[config.mk]
export PLATFORM = sky130hd
export DESIGN_NAME = spi_cd_sequencer
export DESIGN_NICKNAME = d
export VERILOG_FILES = /design/src/rtl/spi_cd_pkg.sv /design/src/rtl/spi_cd_clkgen.sv /design/src/rtl/spi_cd_shifter.sv /design/src/rtl/spi_cd_ctrl.sv /design/src/rtl/spi_cd_sequencer.sv
export SDC_FILE = /design/constraint.sdc
export NUM_CORES = 1
export LEC_CHECK = 0
export ABC_AREA = 1
export BUFFER_PORTS_ARGS = -buffer_cell sky130_fd_sc_hd__buf_4
export CORE_ASPECT_RATIO = 1.75
export CORE_UTILIZATION = 25
export CTS_CLUSTER_DIAMETER = 120
export CTS_CLUSTER_SIZE = 10
export DETAILED_ROUTE_END_ITERATION = 6
export GPL_TIMING_DRIVEN = 0
export PLACE_DENSITY_LB_ADDON = 0.3
export SETUP_SLACK_MARGIN = 0.2
export SLEW_MARGIN = 25
export SYNTH_ARGS = -nofsm -noshare
export SYNTH_HDL_FRONTEND = slang
export SYNTH_SLANG_ARGS = --single-unit
[constraint.sdc]
create_clock -name clk -period 3.6 [get_ports clk]
set_input_delay 0.18 -clock clk [delete_from_list [all_inputs] [get_ports clk]]
set_output_delay 0.18 -clock clk [all_outputs]
set_load 0.01 [all_outputs]
[src/rtl/spi_cd_pkg.sv]
package spi_cd_pkg;

  typedef enum logic {
    ST_IDLE  = 1'b0,
    ST_SHIFT = 1'b1
  } seq_state_e;

  // Capture happens on the edge whose parity matches the phase setting.
  function automatic logic is_capture_edge(input logic cpha, input logic edge_lsb);
    return edge_lsb == cpha;
  endfunction

  // Launch happens on the other edges, except where there is no next bit
  // (phase 0: final edge) or the first bit is already on the line (phase 1: edge 0).
  function automatic logic is_launch_edge(input logic cpha, input logic edge_lsb,
                                          input logic first_edge, input logic final_edge);
    return (edge_lsb != cpha) && !(cpha ? first_edge : final_edge);
  endfunction

endpackage

[src/rtl/spi_cd_clkgen.sv]
module spi_cd_clkgen #(
  parameter int SCR_W = 10,
  parameter int EW    = 4
) (
  input  logic             clk,
  input  logic             rst_n,
  input  logic             start,
  input  logic             run,
  input  logic             cpol,
  input  logic [SCR_W-1:0] scr,
  output logic             sclk,
  output logic             tick,
  output logic [EW-1:0]    edge_idx,
  output logic             last_edge
);
  localparam logic [EW-1:0] FINAL_EDGE = {EW{1'b1}};

  logic [SCR_W-1:0] half_cnt;

  assign tick      = run && (half_cnt == scr);
  assign last_edge = tick && (edge_idx == FINAL_EDGE);

  always_ff @(posedge clk or negedge rst_n) begin
    if (!rst_n) begin
      half_cnt <= '0;
      edge_idx <= '0;
      sclk     <= 1'b0;
    end else if (start) begin
      half_cnt <= '0;
      edge_idx <= '0;
      sclk     <= cpol;
    end else if (run) begin
      if (tick) begin
        half_cnt <= '0;
        edge_idx <= edge_idx + 1'b1;
        sclk     <= ~sclk;
      end else begin
        half_cnt <= half_cnt + 1'b1;
      end
    end else begin
      sclk <= cpol;
    end
  end

  assert_sclk_rest_R2: assert property (@(posedge clk) disable iff (!rst_n)
    (!run && !start) |=> (sclk == $past(cpol)));

  assert_tick_toggles_R2: assert property (@(posedge clk) disable iff (!rst_n)
    tick |=> (sclk != $past(sclk)));

endmodule

[src/rtl/spi_cd_shifter.sv]
module spi_cd_shifter
  import spi_cd_pkg::*;
#(
  parameter int DW = 8,
  parameter int EW = 4
) (
  input  logic          clk,
  input  logic          rst_n,
  input  logic          load,
  input  logic [DW-1:0] load_data,
  input  logic          par_en,
  input  logic          par_even,
  input  logic          cpha,
  input  logic          tick,
  input  logic          last_edge,
  input  logic [EW-1:0] edge_idx,
  input  logic          miso,
  output logic          mosi,
  output logic          rx_push,
  output logic [DW-1:0] rx_data,
  output logic          par_err
);
  localparam logic [EW-1:0] FINAL_EDGE = {EW{1'b1}};

  function automatic logic parity_over_upper(input logic [DW-1:0] w, input logic even);
    return even ? (^w[DW-1:1]) : ~(^w[DW-1:1]);
  endfunction

  logic [DW-1:0] tx_sr, rx_sr, rx_next, rx_final, tx_word;
  logic          capture_now, launch_now;

  assign capture_now = tick && is_capture_edge(cpha, edge_idx[0]);
  assign launch_now  = tick && is_launch_edge(cpha, edge_idx[0], edge_idx == '0,
                                              edge_idx == FINAL_EDGE);
  assign rx_next     = {rx_sr[DW-2:0], miso};
  assign rx_final    = capture_now ? rx_next : rx_sr;
  assign tx_word     = par_en ? {load_data[DW-1:1], parity_over_upper(load_data, par_even)}
                              : load_data;
  assign mosi        = tx_sr[DW-1];

  always_ff @(posedge clk or negedge rst_n) begin
    if (!rst_n) begin
      tx_sr   <= '0;
      rx_sr   <= '0;
      rx_data <= '0;
      rx_push <= 1'b0;
      par_err <= 1'b0;
    end else begin
      rx_push <= last_edge;
      par_err <= last_edge && par_en &&
                 (rx_final[0] != parity_over_upper(rx_final, par_even));
      if (last_edge) rx_data <= rx_final;
      if (capture_now) rx_sr <= rx_next;
      if (load) tx_sr <= tx_word;
      else if (launch_now) tx_sr <= {tx_sr[DW-2:0], 1'b0};
    end
  end

  assert_push_single_R3: assert property (@(posedge clk) disable iff (!rst_n)
    rx_push |=> !rx_push);

  assert_perr_on_push_R9: assert property (@(posedge clk) disable iff (!rst_n)
    par_err |-> rx_push);

endmodule

[src/rtl/spi_cd_ctrl.sv]
module spi_cd_ctrl
  import spi_cd_pkg::*;
#(
  parameter int DW    = 8,
  parameter int CD_W  = 4,
  parameter int REP_W = 8
) (
  input  logic             clk,
  input  logic             rst_n,
  input  logic             cfg_en,
  input  logic [CD_W-1:0]  cfg_cd_mode,
  input  logic [REP_W-1:0] cfg_repeat,
  input  logic             fifo_valid,
  input  logic [DW-1:0]    fifo_data,
  output logic             fifo_pop,
  input  logic             frame_done,
  output logic             start,
  output logic             run,
  output logic [DW-1:0]    load_data,
  output logic             spi_cs,
  output logic             busy,
  output logic             idle_evt,
  output logic [CD_W-1:0]  cd_remaining
);
  localparam logic [CD_W-1:0] MODE_DATA = '0;
  localparam logic [CD_W-1:0] MODE_CMD  = {CD_W{1'b1}};

  function automatic logic cs_for(input logic [CD_W-1:0] mode, input logic [CD_W-1:0] left);
    if (mode == MODE_DATA) return 1'b1;
    if (mode == MODE_CMD)  return 1'b0;
    return left == '0;
  endfunction

  function automatic logic [CD_W-1:0] count_after(input logic [CD_W-1:0] mode,
                                                  input logic [CD_W-1:0] left);
    if (mode == MODE_DATA || mode == MODE_CMD || left == '0) return left;
    return left - 1'b1;
  endfunction

  seq_state_e       state;
  logic [REP_W-1:0] rep_cnt;
  logic [DW-1:0]    hold_word;
  logic [CD_W-1:0]  cd_cnt, cd_base;
  logic             busy_q, repeating, fresh;

  assign repeating    = rep_cnt != '0;
  assign run          = state == ST_SHIFT;
  assign start        = !run && cfg_en && (repeating || fifo_valid);
  assign fifo_pop     = start && !repeating;
  assign load_data    = repeating ? hold_word : fifo_data;
  assign busy         = run || fifo_valid || repeating;
  assign idle_evt     = busy_q && !busy;
  assign fresh        = !busy_q;
  assign cd_base      = fresh ? cfg_cd_mode : cd_cnt;
  assign cd_remaining = cd_cnt;

  always_ff @(posedge clk or negedge rst_n) begin
    if (!rst_n) begin
      state     <= ST_IDLE;
      rep_cnt   <= '0;
      hold_word <= '0;
      cd_cnt    <= '0;
      spi_cs    <= 1'b1;
      busy_q    <= 1'b0;
    end else begin
      busy_q <= busy;
      if (start) begin
        state  <= ST_SHIFT;
        spi_cs <= cs_for(cfg_cd_mode, cd_base);
        cd_cnt <= count_after(cfg_cd_mode, cd_base);
        if (repeating) begin
          rep_cnt <= rep_cnt - 1'b1;
        end else begin
          rep_cnt   <= cfg_repeat;
          hold_word <= fifo_data;
        end
      end else if (frame_done) begin
        state <= ST_IDLE;
      end
    end
  end

  assert_pop_gated_R7: assert property (@(posedge clk) disable iff (!rst_n)
    fifo_pop |-> (fifo_valid && !repeating));

  assert_cs_held_R12: assert property (@(posedge clk) disable iff (!rst_n)
    !start |=> $stable(spi_cs));

  assert_idle_single_R10: assert property (@(posedge clk) disable iff (!rst_n)
    idle_evt |=> !idle_evt);

  assert_count_down_R5: assert property (@(posedge clk) disable iff (!rst_n)
    (start && busy_q) |=> (cd_remaining <= $past(cd_remaining)));

  assert_disabled_quiet_R11: assert property (@(posedge clk) disable iff (!rst_n)
    (!cfg_en && !run) |=> !run);

endmodule

[src/rtl/spi_cd_sequencer.sv]
module spi_cd_sequencer #(
  parameter int DW    = 8,
  parameter int SCR_W = 10,
  parameter int CD_W  = 4,
  parameter int REP_W = 8
) (
  input  logic             clk,
  input  logic             rst_n,
  input  logic             cfg_en,
  input  logic             cfg_cpol,
  input  logic             cfg_cpha,
  input  logic [SCR_W-1:0] cfg_scr,
  input  logic [CD_W-1:0]  cfg_cd_mode,
  input  logic [REP_W-1:0] cfg_repeat,
  input  logic             cfg_par_en,
  input  logic             cfg_par_even,
  input  logic             fifo_valid,
  input  logic [DW-1:0]    fifo_data,
  output logic             fifo_pop,
  output logic             rx_push,
  output logic [DW-1:0]    rx_data,
  output logic             spi_cs,
  output logic             spi_sclk,
  output logic             spi_mosi,
  input  logic             spi_miso,
  output logic [CD_W-1:0]  cd_remaining,
  output logic             busy,
  output logic             idle_evt,
  output logic             parity_err
);
  localparam int EW = $clog2(2 * DW);

  logic          frame_start, frame_run, sclk_tick, frame_last;
  logic [EW-1:0] edge_idx;
  logic [DW-1:0] load_word;

  spi_cd_ctrl #(.DW(DW), .CD_W(CD_W), .REP_W(REP_W)) u_ctrl (
    .clk(clk), .rst_n(rst_n), .cfg_en(cfg_en), .cfg_cd_mode(cfg_cd_mode),
    .cfg_repeat(cfg_repeat), .fifo_valid(fifo_valid), .fifo_data(fifo_data),
    .fifo_pop(fifo_pop), .frame_done(frame_last), .start(frame_start), .run(frame_run),
    .load_data(load_word), .spi_cs(spi_cs), .busy(busy), .idle_evt(idle_evt),
    .cd_remaining(cd_remaining)
  );

  spi_cd_clkgen #(.SCR_W(SCR_W), .EW(EW)) u_clkgen (
    .clk(clk), .rst_n(rst_n), .start(frame_start), .run(frame_run), .cpol(cfg_cpol),
    .scr(cfg_scr), .sclk(spi_sclk), .tick(sclk_tick), .edge_idx(edge_idx),
    .last_edge(frame_last)
  );

  spi_cd_shifter #(.DW(DW), .EW(EW)) u_shifter (
    .clk(clk), .rst_n(rst_n), .load(frame_start), .load_data(load_word),
    .par_en(cfg_par_en), .par_even(cfg_par_even), .cpha(cfg_cpha), .tick(sclk_tick),
    .last_edge(frame_last), .edge_idx(edge_idx), .miso(spi_miso), .mosi(spi_mosi),
    .rx_push(rx_push), .rx_data(rx_data), .par_err(parity_err)
  );

endmodule

==> Yosys cells after proc, flatten, opt, wreduce, memory -nomap -nowiden <==
Cells that the tools add are included.
{ "totals": {"reg_bits": 64, "latch_bits": 0, "ramBits": 0, "rom_bits": 0, "out_inout_bits": 20, "n_memories": 0} }
{ "op_classes": {"addsub": 4, "multipliers": 0, "div_mod_pow": 0, "magnitude_cmp": 0, "n_eq_ne": 7, "shifts": 0, "n_mux": 34, "bitwise": 3, "n_reduce_logical": 31} }
{ "op_table": {"columns": ["op", "count"], "rows": [
  ["$mux 8", 5],
  ["$mux 10", 3],
  ["$mux 4", 6],
  ["$mux 1", 20],
  ["$reduce_xor 7->1", 2],
  ["$logic_not 4->1", 3],
  ["$logic_and 1x1->1", 11],
  ["$add 10x1->10 const B", 1],
  ["$eq 10x10->1", 1],
  ["$eq 4x4->1 const B", 2],
  ["$reduce_bool 2->1", 4],
  ["$reduce_bool 8->1", 1],
  ["$sub 8x1->8 const B", 1],
  ["$logic_or 1x1->1", 5],
  ["$add 4x1->4 const B", 1],
  ["$logic_not 1->1", 4],
  ["$sub 4x1->4 const B", 1],
  ["$ne 3x1->1 const B", 1],
  ["$not 1->1", 3],
  ["$ne 1x1->1", 2],
  ["$reduce_and 2->1", 1],
  ["$eq 1x1->1", 1]
]} }

==> Longest topological paths before layout <==
{ "depth": {"depth_word": 9, "ltp_mapped": 19} }

==> Modules after synthesis <==
A second synthesis with hierarchy kept.
{ "hier_totals": {"cells_unflattened": 567, "area_unflattened_um2": 4124.0} }
{ "by_module_without_submodules": {"columns": ["mod", "n_inst", "cells_per_inst", "area_each_um2"], "rows": [
  ["spi_cd_ctrl", 1, 211, 1524.0],
  ["spi_cd_shifter", 1, 191, 1508.9],
  ["spi_cd_clkgen", 1, 165, 1091.0]
]} }

==> Least setup slack after synthesis <==
OpenSTA, ideal clock, no wires.
{ "synth_timing": {"path_type": "register to register", "start": "register u_ctrl.rep_cnt[0]", "end": "register u_shifter.tx_sr[0]", "setup_time_ps": 116, "t_arrival_ps": 1833, "required_ps": 3484, "setup_slack_ps": 1650, "path_stages_with_launch": 15, "cell_sequence": "dfrtp_1 > inv_1 > ha_1 > nand3_1 > nor2_1 > nand2_2 > buf_2 > nand2_1 > o21ai_1 > xnor2_1 > xnor2_1 > xnor2_1 > nand2_1 > nand2_1 > nand2_1"} }
{ "synth_via": {"elab_chain_cells": 7, "word_cells_on_any_way": 10} }
{ "synth_rtl": {"columns": ["item", "line_no", "rtl"], "rows": [
  ["start, declared", "spi_cd_ctrl.sv:41", "logic [REP_W-1:0] rep_cnt;"],
  ["start signal, assigned", "spi_cd_ctrl.sv:72", "rep_cnt <= rep_cnt - 1'b1;"],
  ["start signal, assigned", "spi_cd_ctrl.sv:74", "rep_cnt <= cfg_repeat;"],
  ["$reduce_bool 8->1 *", "spi_cd_ctrl.sv:46", "assign repeating = rep_cnt != '0;"],
  ["$mux 8", "spi_cd_ctrl.sv:50", "assign load_data = repeating ? hold_word : fifo_data;"],
  ["$reduce_xor 7->1", "spi_cd_shifter.sv:26", "return even ? (^w[DW-1:1]) : ~(^w[DW-1:1]);"],
  ["$not 1->1", "spi_cd_shifter.sv:26", null],
  ["$mux 1", "spi_cd_shifter.sv:26", null],
  ["$mux 1", "spi_cd_shifter.sv:37", "assign tx_word = par_en ? {load_data[DW-1:1], parity_over_upper(load_data, par_even)}"],
  ["$mux 8", "spi_cd_shifter.sv:54", "if (load) tx_sr <= tx_word;"],
  ["end signal, assigned", "spi_cd_shifter.sv:54", null],
  ["end signal, assigned", "spi_cd_shifter.sv:55", "else if (launch_now) tx_sr <= {tx_sr[DW-2:0], 1'b0};"],
  ["end, declared", "spi_cd_shifter.sv:29", "logic [DW-1:0] tx_sr, rx_sr, rx_next, rx_final, tx_word;"]
]} }
Every way passes the cells marked *; elsewhere a longest branch is shown, timed or not.
A chain may end at the register's enable or synchronous reset.

==> Worst setup path after layout <==
{ "layout_timing": {"start": "register u_ctrl.rep_cnt[0]", "end": "output port fifo_pop"} }
{ "layout_via": {"elab_chain_cells": 4, "word_cells_on_any_way": 5} }
{ "layout_rtl": {"columns": ["item", "line_no", "rtl"], "rows": [
  ["$reduce_bool 8->1 *", "spi_cd_ctrl.sv:46", null],
  ["$logic_or 1x1->1", "spi_cd_ctrl.sv:48", "assign start = !run && cfg_en && (repeating || fifo_valid);"],
  ["$logic_and 1x1->1", "spi_cd_ctrl.sv:48", null],
  ["$logic_and 1x1->1 *", "spi_cd_ctrl.sv:49", "assign fifo_pop = start && !repeating;"],
  ["end, declared", "spi_cd_sequencer.sv:19", "output logic fifo_pop,"]
]} }
Marks and branches as above.

==> qor.yml <==
io_pins: 59
cts-root-buf: "clkbuf_16"
p_int_mw: 1.92
path_clk_slew_ns: 0.05
cts_setup_buffers: 0
yosys_warnings: 0
setup_viol: 0
post-place-ws_ns: 1.06
drc: 0
max_freq_ghz: 0.363
die_w_um: 93.2
ctsHoldBuffers: 1
finalHoldViolations: 0
sw_frac_of_total_pct: 35.1
cap_violations: 0
start_util_pct: 25.4
diodes: 0
p_seq_share_pct: 37.0
std_cell_rows: 58
grt_overflow: 0
syn-cell-area_mm2: 0.00364
cts-resized-gates: 0
netSwitchingPower_mw: 1.04
finalClockSkew_ns: 0.00485
wire_per_inst_um: 12.3
wl_um: 9120
p_per_area_mw_per_mm2: 646
fin_setup_tns_ns: 0
worst_slack_ns: 0.843
antenna_found_initial: 0
synth_nets: 531
synth_seq_cells: 64
htreeDepth: 3
ant_nets: 0
hpwlAfterDp_um: 6920
crit_required_ns: 3.42
hold_class: "primary input to register"
die_area_mm2: 0.0151
dp.cells: 725
cts_tree: "built"
cts.sinks: 64
synth_cell_types: 38
vdd_ir_drop_max_mv: 0.255
gr-usage-all-layers_pct: 12.9
clkLatencyLatePin_ns: 0.32
end_kind: "output port"
netlist_instances: 487
timing.final.crit_period_ns: 2.76
maxSlewHeadroom_pct: 43.7
critPathMaxFanout: 10
final.period_utilization_pct: 76.6
critPathKind: "register to output port"
worst_pin_slew_ns: 0.844
postSynthAreaPerCell_um2: 7.47
port_buffers: 58
area_growth_pct: 26.0
grt_max_degree: 65
grt_pass1_wl_um: 15100
utilization_pct: 32.0
gp_congestion: 0.802
rsz0062_at_grt: "no"
die_h_um: 162
drive_gt1_share_pct: 17.5
cts_buffers: 9
core_mm2: 0.0143
total_leakage_power_nw: 2.29
route.vias.total: 3288
synth_seq_area_share_pct: 44.1
crit_arrival_ns: 2.58
combPwrFrac_pct: 35.5
pwr-share-clk_pct: 27.5
clk_path_buf_depth: 2
cp-start-kind: "register"
stdcell_count: 740
first_pass_iters: 4
slew_viol_final: 0
status: "complete, no violations"
drt-initial-drc-count: 86
grt_pass1_vias: 3240
fillers: 1546
vias_per_cell: 4.44
final_net_count: 601
metrics by stage:
stage	area (µm²)	hold WS [ns]	power, mW
floorplan	3640	-0.116	1.87
global placement	4300	0.345	2.13
detailed placement	4300	0.357	2.16
CTS	4580	0.0949	3.00
global route	4580	0.131	3.19
finish	4580	0.101	2.96
critical path, stage by stage (launching register included):
cell      delay (ns)
dfrtp_1         0.37
inv_1           0.09
ha_1            0.20
nand3_1         0.10
nor2_1          0.14
nand2_2         0.14
o21ai_0         0.21
nor2_1          0.11
inv_2           0.20
clkbuf_1        0.40
nor2_1          0.11
buf_4           0.16
final cells by class:
type                       count  area [µm²]  area share (%)
clock buffer                  14         274            5.98
tap                          180         225            4.92
inverter                      74         278            6.06
timing repair buffer          59         445            9.72
multi-input combinational    338        1700            37.2
sequential                    64        1600            35.0
buffer                        11        53.8            1.17
power by group through the flow:
stage                     registers (mW)  logic [mW]  clock network [mW]
after floorplan                     1.08       0.784                   0
after global placement              1.10        1.03                   0
after detailed placement            1.11        1.06                   0
after CTS                           1.10        1.06               0.837
after global routing                1.12        1.19               0.870
final                               1.09        1.05               0.814
logic make-up (layout without fill, tap and decap cells):
group           Yosys count  count (layout)  synth area share, %
compound gates           77              77                 12.2
xor+xnor                 21              21                 5.06
fa+ha+maj                 5               5                 1.72
buf+inv                  85             158                 9.12
flops                    64              64                 44.1
simple gates            235             235                 27.8
synthesized netlist by cell type (all sizes together):
library cell	n	area share [%]
a21oi	5	0.69
a22o	2	0.48
a31oi	3	0.52
buf	3	0.65
clkbuf	8	0.83
clkinv	1	0.10
dfrtp	63	43
dfstp	1	0.72
ha	5	1.7
inv	73	7.5
nand2	162	17
nand3	15	2.7
nand4	13	2.2
nor2	36	4.4
nor3	5	0.69
nor3b	1	0.21
nor4	1	0.17
o211ai	5	1.0
o21a	1	0.21
o21ai	48	6.7
o21bai	1	0.21
o221ai	3	0.72
o22ai	7	1.2
o2bb2ai	1	0.24
o32ai	1	0.24
or2	2	0.34
xnor2	11	2.6
xor2	10	2.4
cells in the final DEF, fill, tap and decap left out, drive strengths merged:
cell / n
a21oi: 5
buf: 61
nor3b: 1
nor2: 36
o21a: 1
nor4: 1
o2bb2ai: 1
a31oi: 3
o22ai: 7
xor2: 10
nand4: 13
o211ai: 5
xnor2: 11
nand2: 162
or2: 2
o221ai: 3
nand3: 15
clkbuf: 22
ha: 5
a22o: 2
clkinv: 1
o21ai: 48
dfstp: 1
inv: 73
o32ai: 1
dlygate4sd3: 1
nor3: 5
o21bai: 1
dfrtp: 63
final timing paths:
kind / startpoint / end / slack (ns) / cells past startpoint
setup / recovery: u_ctrl.rep_cnt[0] / fifo_pop / 0.84 / 11
hold / removal: cfg_cpol / u_clkgen.sclk / 0.10 / 3
setup reg to reg: u_ctrl.rep_cnt[0] / u_ctrl.rep_cnt[7] / 1.13 / 10
hold reg to reg: u_shifter.rx_data[7] / u_shifter.rx_data[7] / 0.48 / 2
max in group asynchronous: rst_n / u_shifter.tx_sr[7] / 2.54 / 2
min in group asynchronous: rst_n / u_clkgen.half_cnt[5] / 0.51 / 2
registers in the layout, summed over array words and instances (netlist names):
name                 cells
u_clkgen.half_cnt       10
u_ctrl.hold_word         8
u_ctrl.rep_cnt           8
u_shifter.rx_data        8
u_shifter.rx_sr          8
u_shifter.tx_sr          8
u_clkgen.edge_idx        4
u_ctrl.cd_remaining      4
u_clkgen.sclk            1
u_ctrl.busy_q            1
u_ctrl.run               1
u_ctrl.spi_cs            1
u_shifter.par_err        1
u_shifter.rx_push        1
layer usage:
| metal | share of wire (%) | wire (µm) | global-route usage [%] | up-vias |
|---|---|---|---|---|
| met5 | 0 | 0 | 0 | - |
| met4 | 1.9 | 177 | 5.10 | 0 |
| met3 | 3.4 | 306 | 2.68 | 11 |
| met2 | 54 | 4970 | 24.3 | 55 |
| met1 | 40 | 3670 | 13.6 | 1531 |
| li1 | - | - | - | 1691 |
Power figures use the tool's default switching activity.
